$ cat src/rtl/dma_irq_flags.sv
module dma_irq_flags #(
  parameter int NCH    = 5,
  parameter int ADDR_W = 4
) (
  input  logic              clk,
  input  logic              rst_n,
  input  logic              bus_sel,
  input  logic              bus_wr,
  input  logic [ADDR_W-1:0] bus_addr,
  input  logic [3:0]        bus_be,
  input  logic [31:0]       bus_wdata,
  output logic [31:0]       bus_rdata,
  input  logic [NCH-1:0]    ev_err,
  input  logic [NCH-1:0]    ev_half,
  input  logic [NCH-1:0]    ev_done,
  output logic [NCH-1:0]    irq
);
  localparam int USED = 4 * NCH;
  localparam int WSEL = ADDR_W - 2;

  logic [USED-1:0] flag_q;
  logic [USED-1:0] set_v;
  logic [31:0]     lane_mask;

  wire acc_wr   = bus_sel & bus_wr;
  wire acc_rd   = bus_sel & ~bus_wr;
  wire hit_stat = bus_addr[ADDR_W-1:2] == WSEL'(0);
  wire hit_clr  = bus_addr[ADDR_W-1:2] == WSEL'(1);

  for (genvar b = 0; b < 4; b++) begin : g_lane
    assign lane_mask[8*b +: 8] = {8{bus_be[b]}};
  end

  wire [31:0] clr_word = (acc_wr && hit_clr) ? (bus_wdata & lane_mask) : 32'h0;

  for (genvar c = 0; c < NCH; c++) begin : g_ch
    assign set_v[4*c +: 4] = {ev_err[c], ev_half[c], ev_done[c],
                              ev_err[c] | ev_half[c] | ev_done[c]};
    assign irq[c] = flag_q[4*c];
  end

  always_ff @(posedge clk) begin
    if (!rst_n) flag_q <= '0;
    else        flag_q <= (flag_q & ~clr_word[USED-1:0]) | set_v;
  end

  wire [31:0] status = {{(32-USED){1'b0}}, flag_q};

  always_ff @(posedge clk) begin
    if (!rst_n)                  bus_rdata <= '0;
    else if (acc_rd && hit_stat) bus_rdata <= status;
    else                         bus_rdata <= '0;
  end
endmodule


$ cat config.mk
export PLATFORM = sky130hd
export DESIGN_NAME = dma_irq_flags
export DESIGN_NICKNAME = d
export VERILOG_FILES = /design/src/rtl/dma_irq_flags.sv
export SDC_FILE = /design/constraint.sdc
export NUM_CORES = 1
export LEC_CHECK = 0
export ABC_AREA = 1
export ABC_CLOCK_PERIOD_IN_PS = 800
export BUFFER_PORTS_ARGS = -buffer_cell sky130_fd_sc_hd__buf_2
export CAP_MARGIN = 15
export CORE_ASPECT_RATIO = 0.75
export CORE_MARGIN = 1.5
export CORE_UTILIZATION = 40
export CTS_CLUSTER_SIZE = 16
export DETAILED_ROUTE_END_ITERATION = 6
export GPL_ROUTABILITY_DRIVEN = 0
export PLACE_DENSITY = 0.86
export SLEW_MARGIN = 20
export SYNTH_ARGS = -nofsm -noshare
export SYNTH_HDL_FRONTEND = slang
export SYNTH_SLANG_ARGS = --single-unit
$ cat constraint.sdc
create_clock -name clk -period 0.8 [get_ports clk]
set_input_delay 0.12 -clock clk [delete_from_list [all_inputs] [get_ports clk]]
set_output_delay 0.12 -clock clk [all_outputs]
set_load 0.02 [all_outputs]
==> results.txt, run 1 <==
status = complete, but fails checks
Fin. Hold Viols = 0
RSZ-0062 raised after global routing = true
Hold Path Class = primary input to flip-flop
drt drc = 0
top cell family by delay on the critical path = flip-flops
WL final = 3.821 mm
WP data arrival = 0.76 ns
dpl hpwl = 2.555 mm
startpoint types = flip-flop
ANT cells = 0
routed len/inst = 10.64 um
Die H = 60.70 um
Post-DRT Antenna Nets = 0
Syn Area/Cell = 7.555 sq um
cells after synthesis = 235
first-pass GRT wire length = 5.865 mm
hold endpoint = flag_q[9]
VDD IR max = 0.6660 mV
Leak Pwr = 1.323 nW
Slew Limit Fails = 0
die area = 0.004851 sq mm
GRT overflow = 0
PortBufs = 68
synthesized area = 0.001775 sq mm
Sink Count = 40
Synth Register Bits = 40
largest net degree at the start of global routing = 21
most frequent cells in the layout = inv_1, buf_2, nand2_1
num ports = 96
via count = 1541
Reg2Reg Setup Slack = 0.10 ns
crit share post-route = 109.8%
Comb pwr share = 14.8%
row count = 20
Req. time, crit path = 0.68 ns
Layout Area Growth over Synthesis = 35.59%
crit path kind = flip-flop to output pin
worst hold stages = 3
H-tree depth = 2
CTS root buffer = clkbuf_8
crit path time final = 0.8780 ns
Die X = 79.93 um
Layout Cells excl Fill = 359
post-placement cell count = 347
internal power = 0.002920 W
Skew-Pair Late Insertion Delay = 0.29 ns
register area share after synthesis = 45.10%
share of cells above drive strength 1 = 43.75%
FMAX = 1.139 GHz
HP Start = ev_done[2]
MaxCap Viol Count = 0
Critical R2R Launch = flag_q[16]
pwr/cell area = 1648 mW/mm^2
max incr delay on CP = 0.36 ns
DR pass1 iterations = 4
Sw Share = 26.40%
Sequential Power Share = 53.4%
CTS tree = done
Crit-path slowest cell = dfxtp_2
final worst slack = -0.07800 ns
antenna violations before repair = 0
count of cell types in the netlist = 15
clock power share = 31.9%
Initial Utilization = 42.74%
via count of the first global-routing pass = 1361
YS warnings = 0
Crit. End Element = output pin
All-Layer GR Usage = 16.45%
Clock Skew = 0.006631 ns
CTS max path bufs = 2
Clk pin slew, worst setup/hold paths = 0.08 ns
Setup Viol. Count Final = 25
P_sw = 0.001047 W
Starting DRT DRC Count = 52
core area = 0.004154 sq mm
most common cell after layout, fill and taps aside = inv_1
TNS Setup = -1.311 ns
reg2reg path depth = 3
CTS buffer count = 5
CP Max Fanout = 2
RR Endpoint = flag_q[16]
Buffers & Inverters on Critical Path = 1
Via-to-Cell Ratio = 4.292
worst-path cell chain = buf_6
failing checks = negative setup slack
nets@finish = 363
==> power by group through the flow <==
| stage | clock (W) | sequential, W | combinational, W |
|---|---|---|---|
| after global routing | 0.00139 | 0.00213 | 0.000646 |
| after global placement | 0 | 0.00215 | 0.000515 |
| after floorplan | 0 | 0.00216 | 0.000384 |
| final | 0.00126 | 0.00212 | 0.000585 |
| after CTS | 0.00131 | 0.00212 | 0.000583 |
| after detailed placement | 0 | 0.00216 | 0.000524 |
==> state kept, by name, indices dropped and copies added (netlist names) <==
signal     cells
flag_q        20
bus_rdata     20
==> synth_stat cells (all sizes together) <==
| library cell | n | share of area [%] |
|---|---|---|
| nor3 | 6 | 2.0 |
| dfxtp | 40 | 45 |
| a21oi | 20 | 5.6 |
| conb | 1 | 0.21 |
| nor2 | 21 | 8.0 |
| clkbuf | 2 | 0.42 |
| inv | 58 | 12 |
| nand2 | 41 | 8.7 |
| buf | 25 | 12 |
| nand3 | 21 | 6.2 |
==> cell type report <==
class | instances | area (sq um)
fill | 391 | 1747
sequential | 40 | 832.0
timing repair buffer | 78 | 621.8
multi-input combinational | 121 | 585.6
inverter | 58 | 217.7
clock buffer | 5 | 68.82
tap | 55 | 68.82
clock inverter | 2 | 12.51
==> through the flow <==
| step | setup WS (ns) | hold slack (ns) | power [W] | area, sq um | utilization (%) |
|---|---|---|---|---|---|
| 2_1_floorplan | 0.1126 | 0.2540 | 0.002541 | 1817 | - |
| 3_3_place_gp | -0.06710 | 0.3747 | 0.002668 | 2101 | 50.57 |
| 3_5_place_dp | -0.09223 | 0.3772 | 0.002682 | 2101 | 50.57 |
| 4_1_cts | -0.09088 | 0.06505 | 0.004013 | 2405 | 57.89 |
| 5_1_grt | -0.1060 | 0.06948 | 0.004167 | 2407 | 57.95 |
| 6_report | -0.07800 | 0.07788 | 0.003967 | 2407 | 57.95 |
==> tightest hold or removal path: stages <==
cell	delay, ns
buf_2	0.11
inv_1	0.04
a21oi_1	0.05
==> logic make-up after synthesis <==
kind of cell | after synthesis | share of synthesized area [%]
simple gates | 89 | 24.81
buf+inv | 85 | 24.24
flops | 40 | 45.10
compound gates | 20 | 5.638
other cells | 1 | 0.2112
==> how the worst max path moves through the flow <==
| stage | startpoint | to | slack [ns] | cells past startpoint |
|---|---|---|---|---|
| final | flag_q[16] | irq[4] | -0.08 | 1 |
| after global routing | flag_q[8] | irq[2] | -0.11 | 1 |
| after CTS | flag_q[16] | irq[4] | -0.09 | 1 |
| after detailed placement | bus_wr | flag_q[16] | -0.09 | 7 |
| after global placement | bus_addr[3] | flag_q[12] | -0.07 | 6 |
| after floorplan | bus_wr | flag_q[0] | 0.11 | 6 |
==> layer usage <==
layer / global-route usage (%) / vias to the layer above / part of all wire (%)
li1: - / 793 / -
met1: 17.60 / 694 / 42
met2: 30.49 / 48 / 50
met3: 4.060 / 6 / 5.6
met4: 8.867 / 0 / 1.8
met5: 0 / - / 0
==> timing repair <==
action                                  CTS  global route
endpoints found under the hold margin     0             0
hold buffers                              0             0
resized for setup                        73             2
buffers inserted                          5             0
endpoints found under the setup margin   25            25
(Power assumes the default switching activity.)
==> inputs of run 2 (changes only) <==
Settings changed: PLACE_DENSITY 0.86 to not set, PLACE_DENSITY_LB_ADDON set to 0.05.
==> run 2 against run 1 <==
The run still ends with negative setup slack left. Total power is 2.1% higher. Sequential share of layout area down 0.16 points. Via count fell by 2.7%. Clock power is 8% higher. Count of clock-buffer cells in the layout is 1 higher. Die area unchanged. Core utilization is 0.27 points higher. Global-route usage is 0.72 points lower. Critical path type unchanged.
==> results.txt, run 2 (synthesis results as in run 1) <==
CTS tree = done
setup slack at placement = -0.07312 ns (+0.01910 ns)
Comb pwr share = 14.3% (-0.5 points)
All-Layer GR Usage = 15.72% (-0.72 points)
Req. time, crit path = 0.68 ns (about the same)
nets@finish = 363 (unchanged)
Core Util, Final = 58.22% (+0.27 points)
Hold Path Class = primary input to flip-flop
pwr/cell area = 1675 mW/mm^2 (+1.6%)
status = complete, but fails checks
Die H = 60.70 um (unchanged)
ANT cells = 0 (unchanged)
dpl hpwl = 2.455 mm (-3.9%)
Slew Limit Fails = 0 (unchanged)
Layout Area Growth over Synthesis = 36.22%
Setup Viol. Count Final = 25 (unchanged)
Crit-path slowest cell = dfxtp_2
Clk pin slew, worst setup/hold paths = 0.07 ns (about the same)
crit path time final = 0.8642 ns (-0.01381 ns)
GRT overflow = 0 (unchanged)
PortBufs = 68 (unchanged)
most common cell after layout, fill and taps aside = inv_1
WL final = 3.487 mm (-8.7%)
via count = 1500 (-2.7%)
top cell family by delay on the critical path = flip-flops
num ports = 96 (unchanged)
via count of the first global-routing pass = 1352 (-0.66%)
P_sw = 0.001034 W (-1.3%)
Sw Share = 25.52% (-0.88 points)
CP Max Fanout = 2 (unchanged)
Clock Skew = 0.003075 ns (-0.003556 ns)
internal power = 0.003017 W (+3.3%)
CTS buffer count = 5 (unchanged)
first-pass GRT wire length = 5.713 mm (-2.6%)
FMAX = 1.157 GHz (+1.6%)
routed len/inst = 9.686 um (-9.0%)
row count = 20 (unchanged)
antenna violations before repair = 0 (unchanged)
worst-path cell chain = buf_6
final worst slack = -0.06419 ns (+0.01381 ns)
Buffers & Inverters on Critical Path = 1 (unchanged)
Skew-Pair Late Insertion Delay = 0.29 ns (about the same)
Starting DRT DRC Count = 41 (-21%)
share of cells above drive strength 1 = 43.93% (+0.18 points)
Initial Utilization = 42.74% (unchanged)
Layout Cells excl Fill = 360 (+0.28%)
H-tree depth = 2 (unchanged)
Post-DRT Antenna Nets = 0 (unchanged)
Placed Area = 0.002101 sq mm (unchanged)
max incr delay on CP = 0.34 ns (-0.02 ns)
crit path kind = flip-flop to output pin
design area = 0.002419 sq mm (+0.47%)
Crit. End Element = output pin
core area = 0.004154 sq mm (unchanged)
largest net degree at the start of global routing = 21 (unchanged)
DR pass1 iterations = 4 (unchanged)
VDD IR max = 0.8972 mV (+35%)
die area = 0.004851 sq mm (unchanged)
Sink Count = 40 (unchanged)
startpoint types = flip-flop
Sequential Power Share = 52.2% (-1.2 points)
CTS max path bufs = 2 (unchanged)
Leak Pwr = 1.334 nW (+0.83%)
crit share post-route = 108.0% (-1.7 points)
clock power share = 33.5% (+1.6 points)
most frequent cells in the layout = inv_1, buf_2, nand2_1
Via-to-Cell Ratio = 4.167 (-2.9%)
WHS = 0.07312 ns (-0.004765 ns)
post-placement cell count = 347 (unchanged)
Regs by FF count = bus_rdata: 20 flops, flag_q: 20 flops
drt drc = 0 (unchanged)
WP data arrival = 0.74 ns (-0.02 ns)
Die X = 79.93 um (unchanged)
RSZ-0062 raised after global routing = true
MaxCap Viol Count = 0 (unchanged)
Fin. Hold Viols = 0 (unchanged)
CTS root buffer = clkbuf_8
failing checks = negative setup slack
## run 2: cell types whose count changed in the layout (fill, tap and decap cells not counted)
cell / before / now
clkinv_2: 1 / 2
clkinvlp_4: 1 / 0
clkbuf_8: 5 / 6
## run 2: metal layers
metal	wire length, um	track usage (%)
met1	1670	18.95
met2	1523	25.57
met3	235	5.263
met4	57	7.882
met5	0	0
## run 2: power by group through the flow
| stage | logic, W | registers [W] | clock network [W] |
|---|---|---|---|
| after floorplan | 0.000384 | 0.00216 | 0 |
| after global placement | 0.000525 | 0.00215 | 0 |
| after detailed placement | 0.000527 | 0.00215 | 0 |
| after CTS | 0.000584 | 0.00211 | 0.00141 |
| after global routing | 0.000650 | 0.00212 | 0.00150 |
| final | 0.000579 | 0.00211 | 0.00136 |
## run 2: timing repair
action / CTS / global route
setup endpoints to repair: 25 / 25
hold buffers: 0 / 0
setup buffers: 5 / 0
gates resized for setup: 74 / 1
hold endpoints to repair: 0 / 0
gates cloned: 0 / 0
pin swaps: 0 / 0
## run 2: layout make-up
type	instances	area [sq um]
multi-input combinational	121	585.6
clock buffer	6	82.58
tap	55	68.82
sequential	40	832.0
clock inverter	2	10.01
fill	435	1735
inverter	58	217.7
timing repair buffer	78	621.8
## run 2: worst register-to-register path: stages, from the launching register on
cell	delay, ns
dfxtp_2	0.34
buf_4	0.11
nand2_1	0.04
a21oi_1	0.12
## run 2: path summary, 6_finish.rpt
check | to | startpoint | slack, ns | cells after the start
worst max-delay path | irq[4] | flag_q[16] | -0.06 | 1
worst min-delay path | flag_q[14] | ev_half[3] | 0.07 | 3
worst max register to register | flag_q[0] | flag_q[0] | 0.12 | 3
worst min register to register | bus_rdata[10] | flag_q[10] | 0.43 | 2
## run 2: stage by stage
stage | total power (W) | setup TNS (ns)
6_report | 0.004051 | -1.240
5_1_grt | 0.004278 | -2.052
4_1_cts | 0.004111 | -1.488
3_5_place_dp | 0.002681 | -2.413
3_3_place_gp | 0.002680 | -2.318
2_1_floorplan | 0.002541 | 0
